File: src/rtl/bus_seq_pkg.sv
package bus_seq_pkg;

  typedef enum logic [3:0] {
    B_IDLE, B_S0, B_S1, B_S2, B_S3, B_S4, B_WT, B_S5, B_S6, B_S7
  } bstate_e;

  // State reached at the end of the second clock of a state
  function automatic bstate_e step_state(bstate_e s, logic ack);
    bstate_e n;
    case (s)
      B_S0:    n = B_S1;
      B_S1:    n = B_S2;
      B_S2:    n = B_S3;
      B_S3:    n = B_S4;
      B_S4:    n = ack ? B_S5 : B_WT;
      B_WT:    n = ack ? B_S5 : B_WT;
      B_S5:    n = B_S6;
      B_S6:    n = B_S7;
      default: n = B_IDLE;
    endcase
    return n;
  endfunction

  function automatic logic as_on(bstate_e s);
    return (s == B_S2) || (s == B_S3) || (s == B_S4) || (s == B_WT) ||
           (s == B_S5) || (s == B_S6);
  endfunction

  function automatic logic ds_on(bstate_e s);
    return (s == B_S4) || (s == B_WT) || (s == B_S5) || (s == B_S6);
  endfunction

  function automatic logic wr_low_on(bstate_e s, logic rnw);
    return !rnw && (as_on(s) || (s == B_S7));
  endfunction

  function automatic logic oe_on(bstate_e s, logic rnw);
    return !rnw && (s != B_IDLE) && (s != B_S0) && (s != B_S1) && (s != B_S2);
  endfunction

  function automatic logic ack_check(bstate_e s, logic ph);
    return ((s == B_S4) || (s == B_WT)) && !ph;
  endfunction

endpackage

File: src/rtl/bus_seq_sync.sv
module bus_seq_sync #(
  parameter int STAGES = 2
) (
  input  logic clk,
  input  logic rst_n,
  input  logic d,
  output logic q
);
  logic [STAGES-1:0] sh;

  always_ff @(posedge clk or negedge rst_n) begin
    if (!rst_n) sh <= '0;
    else        sh <= {sh[STAGES-2:0], d};
  end

  assign q = sh[STAGES-1];
endmodule

File: src/rtl/bus_seq_fsm.sv
module bus_seq_fsm
  import bus_seq_pkg::*;
(
  input  logic    clk,
  input  logic    rst_n,
  input  logic    req,
  input  logic    ack_s,
  output bstate_e st_q,
  output bstate_e st_nxt,
  output logic    ph_q,
  output logic    ev_accept,
  output logic    ev_s1_entry,
  output logic    ev_s7_entry,
  output logic    ev_last
);
  logic ph_nxt;
  logic ack_q;
  logic ev_check;

  assign ev_accept   = (st_q == B_IDLE) && req;
  assign ev_check    = ack_check(st_q, ph_q);
  assign ev_s1_entry = (st_q == B_S0) && ph_q;
  assign ev_s7_entry = (st_q == B_S6) && ph_q;
  assign ev_last     = (st_q == B_S7) && ph_q;

  always_comb begin
    st_nxt = st_q;
    ph_nxt = 1'b0;
    if (st_q == B_IDLE) begin
      st_nxt = ev_accept ? B_S0 : B_IDLE;
    end else if (!ph_q) begin
      ph_nxt = 1'b1;
    end else begin
      st_nxt = step_state(st_q, ack_q);
    end
  end

  always_ff @(posedge clk or negedge rst_n) begin
    if (!rst_n) begin
      st_q  <= B_IDLE;
      ph_q  <= 1'b0;
      ack_q <= 1'b0;
    end else begin
      st_q <= st_nxt;
      ph_q <= ph_nxt;
      if (ev_check) ack_q <= ack_s;
    end
  end
endmodule

File: src/rtl/bus_seq_pins.sv
module bus_seq_pins
  import bus_seq_pkg::*;
#(
  parameter int ADDR_W = 24,
  parameter int DATA_W = 16
) (
  input  logic              clk,
  input  logic              rst_n,
  input  bstate_e           st_nxt,
  input  logic              ev_accept,
  input  logic              ev_s1_entry,
  input  logic              ev_s7_entry,
  input  logic              ev_last,
  input  logic              req_rnw,
  input  logic [ADDR_W-1:0] req_addr,
  input  logic [DATA_W-1:0] req_wdata,
  input  logic [DATA_W-1:0] bus_din,
  output logic [ADDR_W-1:0] bus_addr,
  output logic [DATA_W-1:0] bus_dout,
  output logic              bus_doe,
  output logic              bus_as_n,
  output logic              bus_ds_n,
  output logic              bus_rw_n,
  output logic [DATA_W-1:0] rsp_rdata,
  output logic              rsp_done
);
  logic              rnw_q;
  logic [ADDR_W-1:0] addr_q;
  logic [DATA_W-1:0] wdata_q;

  assign bus_dout = wdata_q;

  always_ff @(posedge clk or negedge rst_n) begin
    if (!rst_n) begin
      rnw_q   <= 1'b1;
      addr_q  <= '0;
      wdata_q <= '0;
    end else if (ev_accept) begin
      rnw_q   <= req_rnw;
      addr_q  <= req_addr;
      wdata_q <= req_wdata;
    end
  end

  // Pin levels are registered from the next state, so they change on state edges
  always_ff @(posedge clk or negedge rst_n) begin
    if (!rst_n) begin
      bus_as_n <= 1'b1;
      bus_ds_n <= 1'b1;
      bus_rw_n <= 1'b1;
      bus_doe  <= 1'b0;
      bus_addr <= '0;
      rsp_rdata <= '0;
      rsp_done <= 1'b0;
    end else begin
      bus_as_n <= !as_on(st_nxt);
      bus_ds_n <= !ds_on(st_nxt);
      bus_rw_n <= !wr_low_on(st_nxt, rnw_q);
      bus_doe  <= oe_on(st_nxt, rnw_q);
      rsp_done <= ev_last;
      if (ev_s1_entry)          bus_addr  <= addr_q;
      if (ev_s7_entry && rnw_q) rsp_rdata <= bus_din;
    end
  end
endmodule

File: src/rtl/bus_seq_master.sv
module bus_seq_master
  import bus_seq_pkg::*;
#(
  parameter int ADDR_W      = 24,
  parameter int DATA_W      = 16,
  parameter int SYNC_STAGES = 2
) (
  input  logic              clk,
  input  logic              rst_n,
  input  logic              req,
  input  logic              req_rnw,
  input  logic [ADDR_W-1:0] req_addr,
  input  logic [DATA_W-1:0] req_wdata,
  output logic [DATA_W-1:0] rsp_rdata,
  output logic              rsp_done,
  output logic [ADDR_W-1:0] bus_addr,
  output logic [DATA_W-1:0] bus_dout,
  output logic              bus_doe,
  input  logic [DATA_W-1:0] bus_din,
  output logic              bus_as_n,
  output logic              bus_ds_n,
  output logic              bus_rw_n,
  input  logic              bus_dtack_n
);
  bstate_e st_q;
  bstate_e st_nxt;
  logic    ph_q;
  logic    ack_s;
  logic    ev_accept;
  logic    ev_s1_entry;
  logic    ev_s7_entry;
  logic    ev_last;

  bus_seq_sync #(.STAGES(SYNC_STAGES)) u_sync (
    .clk (clk),
    .rst_n (rst_n),
    .d (!bus_dtack_n),
    .q (ack_s)
  );

  bus_seq_fsm u_fsm (
    .clk         (clk),
    .rst_n       (rst_n),
    .req         (req),
    .ack_s       (ack_s),
    .st_q        (st_q),
    .st_nxt      (st_nxt),
    .ph_q        (ph_q),
    .ev_accept   (ev_accept),
    .ev_s1_entry (ev_s1_entry),
    .ev_s7_entry (ev_s7_entry),
    .ev_last     (ev_last)
  );

  bus_seq_pins #(.ADDR_W(ADDR_W), .DATA_W(DATA_W)) u_pins (
    .clk         (clk),
    .rst_n       (rst_n),
    .st_nxt      (st_nxt),
    .ev_accept   (ev_accept),
    .ev_s1_entry (ev_s1_entry),
    .ev_s7_entry (ev_s7_entry),
    .ev_last     (ev_last),
    .req_rnw     (req_rnw),
    .req_addr    (req_addr),
    .req_wdata   (req_wdata),
    .bus_din     (bus_din),
    .bus_addr    (bus_addr),
    .bus_dout    (bus_dout),
    .bus_doe     (bus_doe),
    .bus_as_n    (bus_as_n),
    .bus_ds_n    (bus_ds_n),
    .bus_rw_n    (bus_rw_n),
    .rsp_rdata   (rsp_rdata),
    .rsp_done    (rsp_done)
  );
endmodule

File: config.mk
export PLATFORM = sky130hd
export DESIGN_NAME = bus_seq_master
export DESIGN_NICKNAME = d
export VERILOG_FILES = /design/src/rtl/bus_seq_pkg.sv /design/src/rtl/bus_seq_sync.sv /design/src/rtl/bus_seq_fsm.sv /design/src/rtl/bus_seq_pins.sv /design/src/rtl/bus_seq_master.sv
export SDC_FILE = /design/constraint.sdc
export NUM_CORES = 1
export LEC_CHECK = 0
export ABC_AREA = 1
export ABC_CLOCK_PERIOD_IN_PS = 3000
export BUFFER_PORTS_ARGS = -buffer_cell sky130_fd_sc_hd__buf_2
export CORE_AREA = 2 2 82 123
export DETAILED_ROUTE_END_ITERATION = 8
export DIE_AREA = 0 0 84 125
export GPL_ROUTABILITY_DRIVEN = 0
export SYNTH_ARGS = -nofsm -noshare
export SYNTH_HDL_FRONTEND = slang
export SYNTH_SLANG_ARGS = --single-unit
export TNS_END_PERCENT = 100
File: constraint.sdc
create_clock -name clk -period 3 [get_ports clk]
set_input_delay 0.6 -clock clk [delete_from_list [all_inputs] [get_ports clk]]
set_output_delay 0.6 -clock clk [all_outputs]
set_load 0.03 [all_outputs]
==> impl_metrics.tcl, run 1 <==
set metrics [dict create \
    status "finished clean" \
    grt_pass1_wl_um 12800 \
    yosys.area_share.simple_pct 15.8 \
    clock_latency_ns 0.34 \
    synth_largest_area_cell "dfrtp_1" \
    root_buffer "clkbuf_16" \
    yosysWarningCount 0 \
    synth_area_um2 3710 \
    drc 0 \
    finalSetupTns_ns 0 \
    dr.first_iter.drc_count 115 \
    fin_crit_sh_pct 64.2 \
    clock-sinks 94 \
    drive_gt1_share_pct 35.0 \
    via_per_inst 4.63 \
    synth_fa_ha_area_share_pct 0 \
    clk_pin_slew_ns 0.06 \
    crit_path_end "u_pins.addr_q[8]" \
    cts_htree_levels 3 \
    gr-max-usage-layer "met2" \
    rrSetupSlack_ns 1.07 \
    die-area_um2 10500 \
    postCtsResizedCells 0 \
    crit_path_start_kind "flip-flop" \
    hold_ws_ns 0.262 \
    r2r-end "u_pins.addr_q[8]" \
    muxShareOfSynthArea_pct 6.17 \
    hp-class "in2async" \
    fmax_ghz 0.519 \
    maxCapViolCount 0 \
    finalNetCount 542 \
    antenna_left 0 \
    finalClockSkew_ns 0.00587 \
    synth-compound-area-share_pct 7.76 \
    finalHoldViolCount 0 \
    routedWlPerCell_um 12.8 \
    cp_data_arrival_time_ns 2.14 \
    vias 2782 \
    grt.total_usage_pct 15.5 \
    synth_most_common_cell "nand2_1" \
    maxSlewViolCount 0 \
    antenna_found_initial 0 \
    ys_seq_elements 94 \
    cts_made_buffers 9 \
    grt_pass1_vias 2743 \
    grt_start_max_net_pins 49 \
    n_fill_cell 942 \
    rr_startpoint "u_fsm.st_q[3]" \
    synthFlopType "dfrtp_1" \
    timing.max_slew.rel_slack_pct 46.0 \
    p_leak_nw 2.53 \
    hold_buffers 0 \
    synth-xor-area-share_pct 0 \
    synth_cells 361 \
    cts_tree "done" \
    worst_pin_slew_ns 0.809 \
    syn_to_final_growth_pct 26.1 \
    ys_seq_area_share_pct 63.6 \
    rsz0062_at_grt "false" \
    vdd_drop_max_mv 0.474 \
    first_pass_iters 4 \
    ios 122 \
    avgSynthCellArea_um2 10.3 \
    cts_buffer_depth 2 \
    synth_top_area_share_pct 60.7 \
    use_met1_pct 18.3 \
    setup_viol 0 \
    antennaDiodeCount 0 \
    critPathKind "reg2reg" \
    hpwlAfterDp_um 5500 \
    instances_no_fill 601 \
    synth-edff-count 0 \
    synth_cell_types 24 \
    io_buffers 121 \
    synth_top_family_by_area "simple AND/OR/NAND/NOR gates" \
    place_inst 585 \
    wl_um 7710 \
    r2r_cells 7 \
    use_met3_pct 3.50 \
    die_w_um 84 \
    pwr_density_cell_nw_per_um2 1140 \
    core_area_um2 9520 \
    crit_start "u_fsm.st_q[3]" \
    async_flop_share_pct 100 \
    cp-end-kind "flip-flop" \
    synth.top_cells.by_area "dfrtp_1, nand2_1, o21ai_0" \
    syn_nets 422 \
    required_ns 3.22 \
    initial_utilization_pct 38.9 \
    worstPathMaxFanout 30 \
    gr-usage-met2_pct 25.8 \
    num_rows 44 \
    cts_setup_buffers 0 \
    synth_top_cells_by_count "nand2_1, dfrtp_1, o21ai_0" \
    grt_overflow 0 \
    dieHeight_um 125 \
    fin_crit_ns 1.93 \
]
through the flow:
step / power, mW / setup WS [ns] / area [um^2] / util, %
after floorplan: 3.68 / 1.59 / 3710 / -
after global placement: 4.23 / 1.07 / 4390 / 46.1
after detailed placement: 4.28 / 1.05 / 4390 / 46.1
after CTS: 5.42 / 1.05 / 4680 / 49.1
after global routing: 5.73 / 0.826 / 4680 / 49.1
final: 5.34 / 1.07 / 4680 / 49.1
per-layer routing:
metal  vias up  routed length (um)  part of all wire, %
li1       1366                   -                    -
met3        17                 393                  5.1
met5         -                   0                    0
met4         0                 261                  3.4
met1      1310                3170                   41
met2        89                3880                   50
how the worst min path moves through the flow:
stage            startpoint                  to  slack (ns)  depth (start not counted)
2_1_floorplan         rst_n         u_fsm.ack_q        0.30                          0
3_3_place_gp   u_sync.sh[0]        u_sync.sh[1]        0.33                          0
3_5_place_dp   u_sync.sh[0]        u_sync.sh[1]        0.34                          0
4_1_cts               rst_n  u_pins.bus_dout[5]        0.28                          1
5_1_grt               rst_n  u_pins.bus_dout[5]        0.33                          1
6_report              rst_n  u_pins.bus_dout[5]        0.26                          1
sequential cells by signal, indices dropped and copies added, names as in the netlist:
name / count
u_pins.bus_doe: 1
u_pins.rsp_rdata: 16
u_pins.bus_addr: 24
u_fsm.ack_q: 1
u_fsm.st_q: 4
u_pins.rsp_done: 1
u_sync.sh: 2
u_pins.bus_dout: 16
u_pins.bus_as_n: 1
u_pins.addr_q: 24
u_pins.bus_ds_n: 1
u_pins.bus_rw_n: 1
u_pins.rnw_q: 1
u_fsm.ph_q: 1
kinds of logic (layout without fill, tap and decap cells):
group | Yosys count | after routing
AND/OR/NAND/NOR | 143 | 143
multiplexers | 17 | 17
AO/OA/AOI/OAI | 56 | 56
flip-flops | 94 | 94
buffers and inverters | 51 | 176
placed cells by master (no fill, tap or decap):
cell type / instances
dfstp_2: 4
mux2_2: 7
nand2_4: 1
inv_2: 1
mux2_4: 10
nor2_1: 11
a21oi_1: 2
nand3_2: 1
clkinv_2: 3
o21bai_1: 1
o21ai_1: 9
bufinv_16: 1
dfrtp_1: 90
a31oi_1: 1
buf_2: 120
inv_1: 35
o21ai_0: 42
buf_12: 1
nor2_2: 2
nand2_2: 2
clkbuf_16: 9
nand3_1: 5
a21oi_2: 1
buf_4: 3
nand3b_4: 1
clkbuf_1: 1
clkinv_4: 2
nor2_4: 1
nand2_1: 119
power by group:
part	switching (mW)	internal [mW]	total, mW
registers	0.273	1.82	2.09
logic	1.48	0.656	2.14
clock network	0.462	0.644	1.11
total	2.22	3.12	5.34
critical path, cell delays in order, from the launching register on:
cell     delay (ns)
dfrtp_1        0.42
inv_1          0.13
nand2_2        0.10
nor2_4         0.15
nand2_4        0.15
inv_2          0.39
buf_4          0.33
o21ai_0        0.12
area by class of cell:
class / count / area [um^2] / share of cell area (%)
tap: 115 / 144 / 3.08
sequential: 94 / 2360 / 50.4
clock inverter: 6 / 62.6 / 1.34
timing repair buffer: 124 / 643 / 13.7
clock buffer: 10 / 229 / 4.89
inverter: 36 / 135 / 2.89
multi-input combinational: 216 / 1110 / 23.7
Note: power is estimated with default switching activity, not from simulation.
==> inputs of run 2 (changes only) <==
- ABC_CLOCK_PERIOD_IN_PS: 3000 -> 1600
- PLACE_DENSITY: not set -> 0.67
- clock period: 3 -> 1.6 ns (I/O delays scaled with it)
==> impl_metrics.tcl, run 2 (same netlist as run 1, synthesis figures left out) <==
set metrics [dict create \
    cp.depth 5 \
    fmax_ghz 0.679 \
    cpLargestDelayFamily "flip-flops" \
    pwr_density_cell_nw_per_um2 2150 \
    cp-end-kind "flip-flop" \
    path_cells "nor2_4 > nand3_1 > nand3b_4 > buf_12 > mux2_4" \
    routedWlPerCell_um 12.6 \
    grt_overflow 0 \
    grt_pass1_wl_um 12900 \
    maxSlewViolCount 0 \
    fin_crit_ns 1.47 \
    vdd_drop_max_mv 0.909 \
    power_mw 10.4 \
    cp_num_buf_inv 1 \
    root_buffer "clkbuf_16" \
    cts_buffer_depth 2 \
    cts_htree_levels 3 \
    timing.max_slew.rel_slack_pct 69.3 \
    cts_tree "done" \
    final_common_cell "buf_2" \
    worstPathMaxFanout 16 \
    required_ns 1.82 \
    antennaDiodeCount 0 \
    io_buffers 121 \
    instances_no_fill 607 \
    finalClockSkew_ns 0.00581 \
    die_w_um 84 \
    setup_viol 0 \
    cp_data_arrival_time_ns 1.69 \
    hpwlAfterDp_um 5310 \
    ios 122 \
    initial_utilization_pct 38.9 \
    maxCapViolCount 0 \
    die-area_um2 10500 \
    slowest_delay_ns 0.45 \
    n_fill_cell 895 \
    vias 2791 \
    grt_start_max_net_pins 56 \
    first_pass_iters 4 \
    worst_pin_slew_ns 0.461 \
    fin_crit_sh_pct 92.1 \
    dieHeight_um 125 \
    drive_gt1_share_pct 35.4 \
    antenna_found_initial 1 \
    clk_pin_slew_ns 0.06 \
    critPathSlowestCell "dfrtp_1" \
    place_inst 588 \
    p_leak_nw 2.59 \
    core_area_um2 9520 \
    crit_path_start_kind "flip-flop" \
    hold_path_depth 2 \
    clock_latency_ns 0.34 \
    cts_made_buffers 9 \
    antenna_left 0 \
    critPathKind "reg2reg" \
    rsz0062_at_grt "false" \
    drc 0 \
    via_per_inst 4.60 \
    finalHoldViolCount 0 \
    reg_top3 "u_pins.addr_q x24, u_pins.bus_addr x24" \
    grt_pass1_vias 2886 \
    status "finished clean" \
    clock-sinks 94 \
    mostFrequentLayoutCells "buf_2, nand2_1, dfrtp_1, o21ai_0, inv_1" \
    finalNetCount 548 \
    num_rows 44 \
    finalSetupTns_ns 0 \
    dr.first_iter.drc_count 125 \
    grt.total_usage_pct 15.3 \
    hp-class "in2reg" \
    syn_to_final_growth_pct 30.0 \
    wl_um 7650 \
    r2r_cells 5 \
]
-- run 2: cell types whose count changed in the layout (fill, tap and decap cells not counted), sizes merged --
cell,previous run,this run
buf,124,128
bufinv,1,2
clkbuf,10,14
clkinv,5,0
clkinvlp,0,1
dlygate4sd3,0,1
-- run 2: stage by stage --
step           hold slack, ns  cell area, um^2  util (%)  setup WS (ns)
3_3_place_gp            0.267             4430      46.5          0.111
2_1_floorplan          0.0244             3710         -          0.194
3_5_place_dp            0.266             4430      46.5         0.0355
5_1_grt                 0.112             4820      50.6        0.00788
6_report                0.125             4820      50.6          0.126
4_1_cts                 0.108             4770      50.1         0.0185
-- run 2: path summary, 6_finish.rpt --
check,startpoint,endpoint,slack (ns)
setup reg to reg,u_fsm.st_q[1],u_pins.rsp_rdata[9],0.13
max in group asynchronous,rst_n,u_pins.bus_rw_n,0.60
min in group asynchronous,rst_n,u_pins.rsp_rdata[10],0.45
hold / removal,bus_dtack_n,u_sync.sh[0],0.12
hold reg to reg,u_sync.sh[0],u_sync.sh[1],0.35
setup / recovery,u_fsm.st_q[1],u_pins.rsp_rdata[9],0.13
-- run 2: metal layers --
layer / GRT usage (%) / part of all wire [%] / vias up
met5: 0 / 0 / -
met4: 6.83 / 1.9 / 0
met3: 4.69 / 5.9 / 11
met2: 26.0 / 51 / 77
met1: 17.5 / 41 / 1327
li1: - / - / 1376
-- run 2: final cells by class --
type	instances	area, um^2	area share [%]
Tap cell	115	144	2.98
Sequential cell	94	2360	48.9
Timing Repair Buffer	130	749	15.5
Clock buffer	13	260	5.40
Clock inverter	3	67.6	1.40
Multi-Input combinational cell	216	1110	23.0
Inverter	36	135	2.80
-- run 2: power breakdown --
part / internal, mW / total, mW / switching [mW]
clock: 1.46 / 2.30 / 0.849
sequential: 3.41 / 3.92 / 0.507
combinational: 1.32 / 4.13 / 2.80
-- run 2: repair_timing --
action | 4_1_cts | 5_1_grt
resized for setup | 0 | 3
endpoints found under the setup margin | 0 | 44
hold buffers | 1 | 0
hold endpoints to repair | 25 | 0
buffers inserted | 0 | 1
==> inputs of run 3 (changes only) <==
--- a/config.mk
+++ b/config.mk
@@ -12,5 +12,4 @@
 export DETAILED_ROUTE_END_ITERATION = 8
 export DIE_AREA = 0 0 84 125
-export GPL_ROUTABILITY_DRIVEN = 0
 export PLACE_DENSITY = 0.67
 export SYNTH_ARGS = -nofsm -noshare
==> constraint.sdc (replaced) <==
create_clock -name clk -period 1.6 [get_ports clk]
set_input_delay 0.08 -clock clk [delete_from_list [all_inputs] [get_ports clk]]
set_output_delay 0.08 -clock clk [all_outputs]
set_load 0.03 [all_outputs]
==> impl_metrics.tcl, run 3 (same netlist as run 1, synthesis figures left out) <==
set metrics [dict create \
    finalSetupTns_ns 0 \
    finalHoldViolCount 0 \
    die_w_um 84 \
    cts_htree_levels 3 \
    switchingPower_mw 4.33 \
    finalNetCount 606 \
    timing.max_slew.rel_slack_pct 68.7 \
    num_rows 44 \
    reg_top3 "u_pins.addr_q x24, u_pins.bus_addr x24" \
    dr.first_iter.drc_count 108 \
    critPathKind "reg2reg" \
    path_cells "nor2_2 > nand3_1 > nand3b_4 > mux2_4" \
    drc 0 \
    dieHeight_um 125 \
    hpwlAfterDp_um 5270 \
    mostFrequentLayoutCells "buf_2, nand2_1, dfrtp_1, dlygate4sd3_1, o21ai_0" \
    drive_gt1_share_pct 32.7 \
    antenna_found_initial 0 \
    power_mw 10.4 \
    fin_crit_sh_pct 97.4 \
    fmax_ghz 0.642 \
    setup_viol 0 \
    antenna_left 0 \
    grt.total_usage_pct 17.1 \
    worst_pin_slew_ns 0.470 \
    p_int_mw 6.10 \
    routedWlPerCell_um 12.8 \
    syn_to_final_growth_pct 44.6 \
    grt_start_max_net_pins 52 \
    maxSlewViolCount 0 \
    initial_utilization_pct 38.9 \
    wl_um 8530 \
    clock_latency_ns 0.34 \
    clock-sinks 94 \
    ios 122 \
    p_leak_nw 2.82 \
    cp-end-kind "flip-flop" \
    status "finished clean" \
    cpLargestDelayFamily "simple AND/OR/NAND/NOR gates" \
    core_area_um2 9520 \
    finalClockSkew_ns 0.00572 \
    cp_data_arrival_time_ns 1.78 \
    p_comb_share_pct 41.0 \
    cts_tree "done" \
    vdd_drop_max_mv 1.16 \
    fin_crit_ns 1.56 \
    multi_input_area_um2 1110 \
    critPathSlowestCell "dfrtp_1" \
    via_per_inst 4.62 \
    grt_pass1_wl_um 14300 \
    required_ns 1.82 \
    slowest_delay_ns 0.42 \
    crit_path_start_kind "flip-flop" \
    clk_pin_slew_ns 0.07 \
    worstPathMaxFanout 16 \
    seq_power_share_pct 37.7 \
    vias 3073 \
    final_common_cell "buf_2" \
    switching_share_pct 41.5 \
    cp_num_buf_inv 0 \
    root_buffer "clkbuf_16" \
    seqCellArea_um2 2360 \
    n_fill_cell 801 \
    maxCapViolCount 0 \
    io_buffers 121 \
    hp-class "in2reg" \
    grt_overflow 0 \
    grt_pass1_vias 3083 \
    antennaDiodeCount 0 \
    gp_congestion 0.805 \
    cts_buffer_depth 2 \
    first_pass_iters 5 \
    cts_made_buffers 9 \
    pwr_density_cell_nw_per_um2 1950 \
    die-area_um2 10500 \
    clkPwrFrac_pct 21.3 \
]
==> run 3: cell count changes in the layout (fill, tap and decap cells not counted), sizes merged <==
cell,before,now
bufinv,2,1
inv,36,40
clkinv,0,1
clkinvlp,1,0
clkbuf,14,10
buf,128,129
dlygate4sd3,1,59
==> run 3: final cells by class <==
type                    count  share of cell area, %
multi-input cells         216                   20.8
repair buffers            188                   24.2
well taps                 115                   2.68
flip-flops and latches     94                   44.0
clock inverters             6                   1.40
inverters                  36                   2.52
clock buffers              10                   4.46
==> run 3: final timing paths <==
kind                                from                   to  slack, ns  cells past startpoint
hold reg to reg             u_sync.sh[0]         u_sync.sh[1]       0.37                      0
max in group asynchronous          rst_n         u_pins.rnw_q       0.75                      3
hold / removal                       req   u_pins.bus_dout[9]       0.12                      4
min in group asynchronous          rst_n  u_pins.rsp_rdata[7]       0.24                      2
setup / recovery           u_fsm.st_q[0]  u_pins.rsp_rdata[8]       0.04                      4
setup reg to reg           u_fsm.st_q[0]  u_pins.rsp_rdata[8]       0.04                      4
==> run 3: repair_timing <==
action,CTS,global route
hold buffers,59,0
hold endpoints to repair,90,0
gates resized for setup,0,5
setup endpoints to repair,0,26
buffers inserted,0,2
==> run 3: power by group through the flow <==
stage | combinational [mW] | clock, mW | sequential (mW)
after floorplan | 1.80 | 0 | 5.09
after CTS | 4.22 | 2.28 | 3.93
after global routing | 4.74 | 2.40 | 4.04
after global placement | 4.01 | 0 | 3.92
final | 4.28 | 2.22 | 3.94
after detailed placement | 4.10 | 0 | 3.97
==> run 3: worst register-to-register path: cells and delay by family, from the launching register on <==
| kind | cells | cell delay (ns) |
|---|---|---|
| multiplexers | 1 | 0.39 |
| flip-flops | 1 | 0.42 |
| AND/OR/NAND/NOR | 3 | 0.63 |
==> run 3: metrics by stage <==
| stage | hold slack [ns] | util, % | cell area [um^2] | instances | setup slack, ns |
|---|---|---|---|---|---|
| floorplan | -0.216 | - | 3710 | 361 | 0.194 |
| global placement | 0.0625 | 46.5 | 4430 | 588 | 0.114 |
| detailed placement | 0.0713 | 46.5 | 4430 | 588 | 0.0567 |
| CTS | 0.101 | 56.0 | 5330 | 663 | 0.0530 |
| global route | 0.116 | 56.3 | 5360 | 665 | -0.0156 |
| finish | 0.121 | 56.3 | 5360 | 665 | 0.0420 |
==> run 3: layer usage <==
metal  global-route usage (%)  vias to the layer above  routed length (um)
li1                         -                     1496                   -
met2                     28.8                      103                4450
met5                        0                        -                   0
met1                     20.9                     1455                3480
met3                     3.04                       19                 366
met4                     8.73                        0                 226
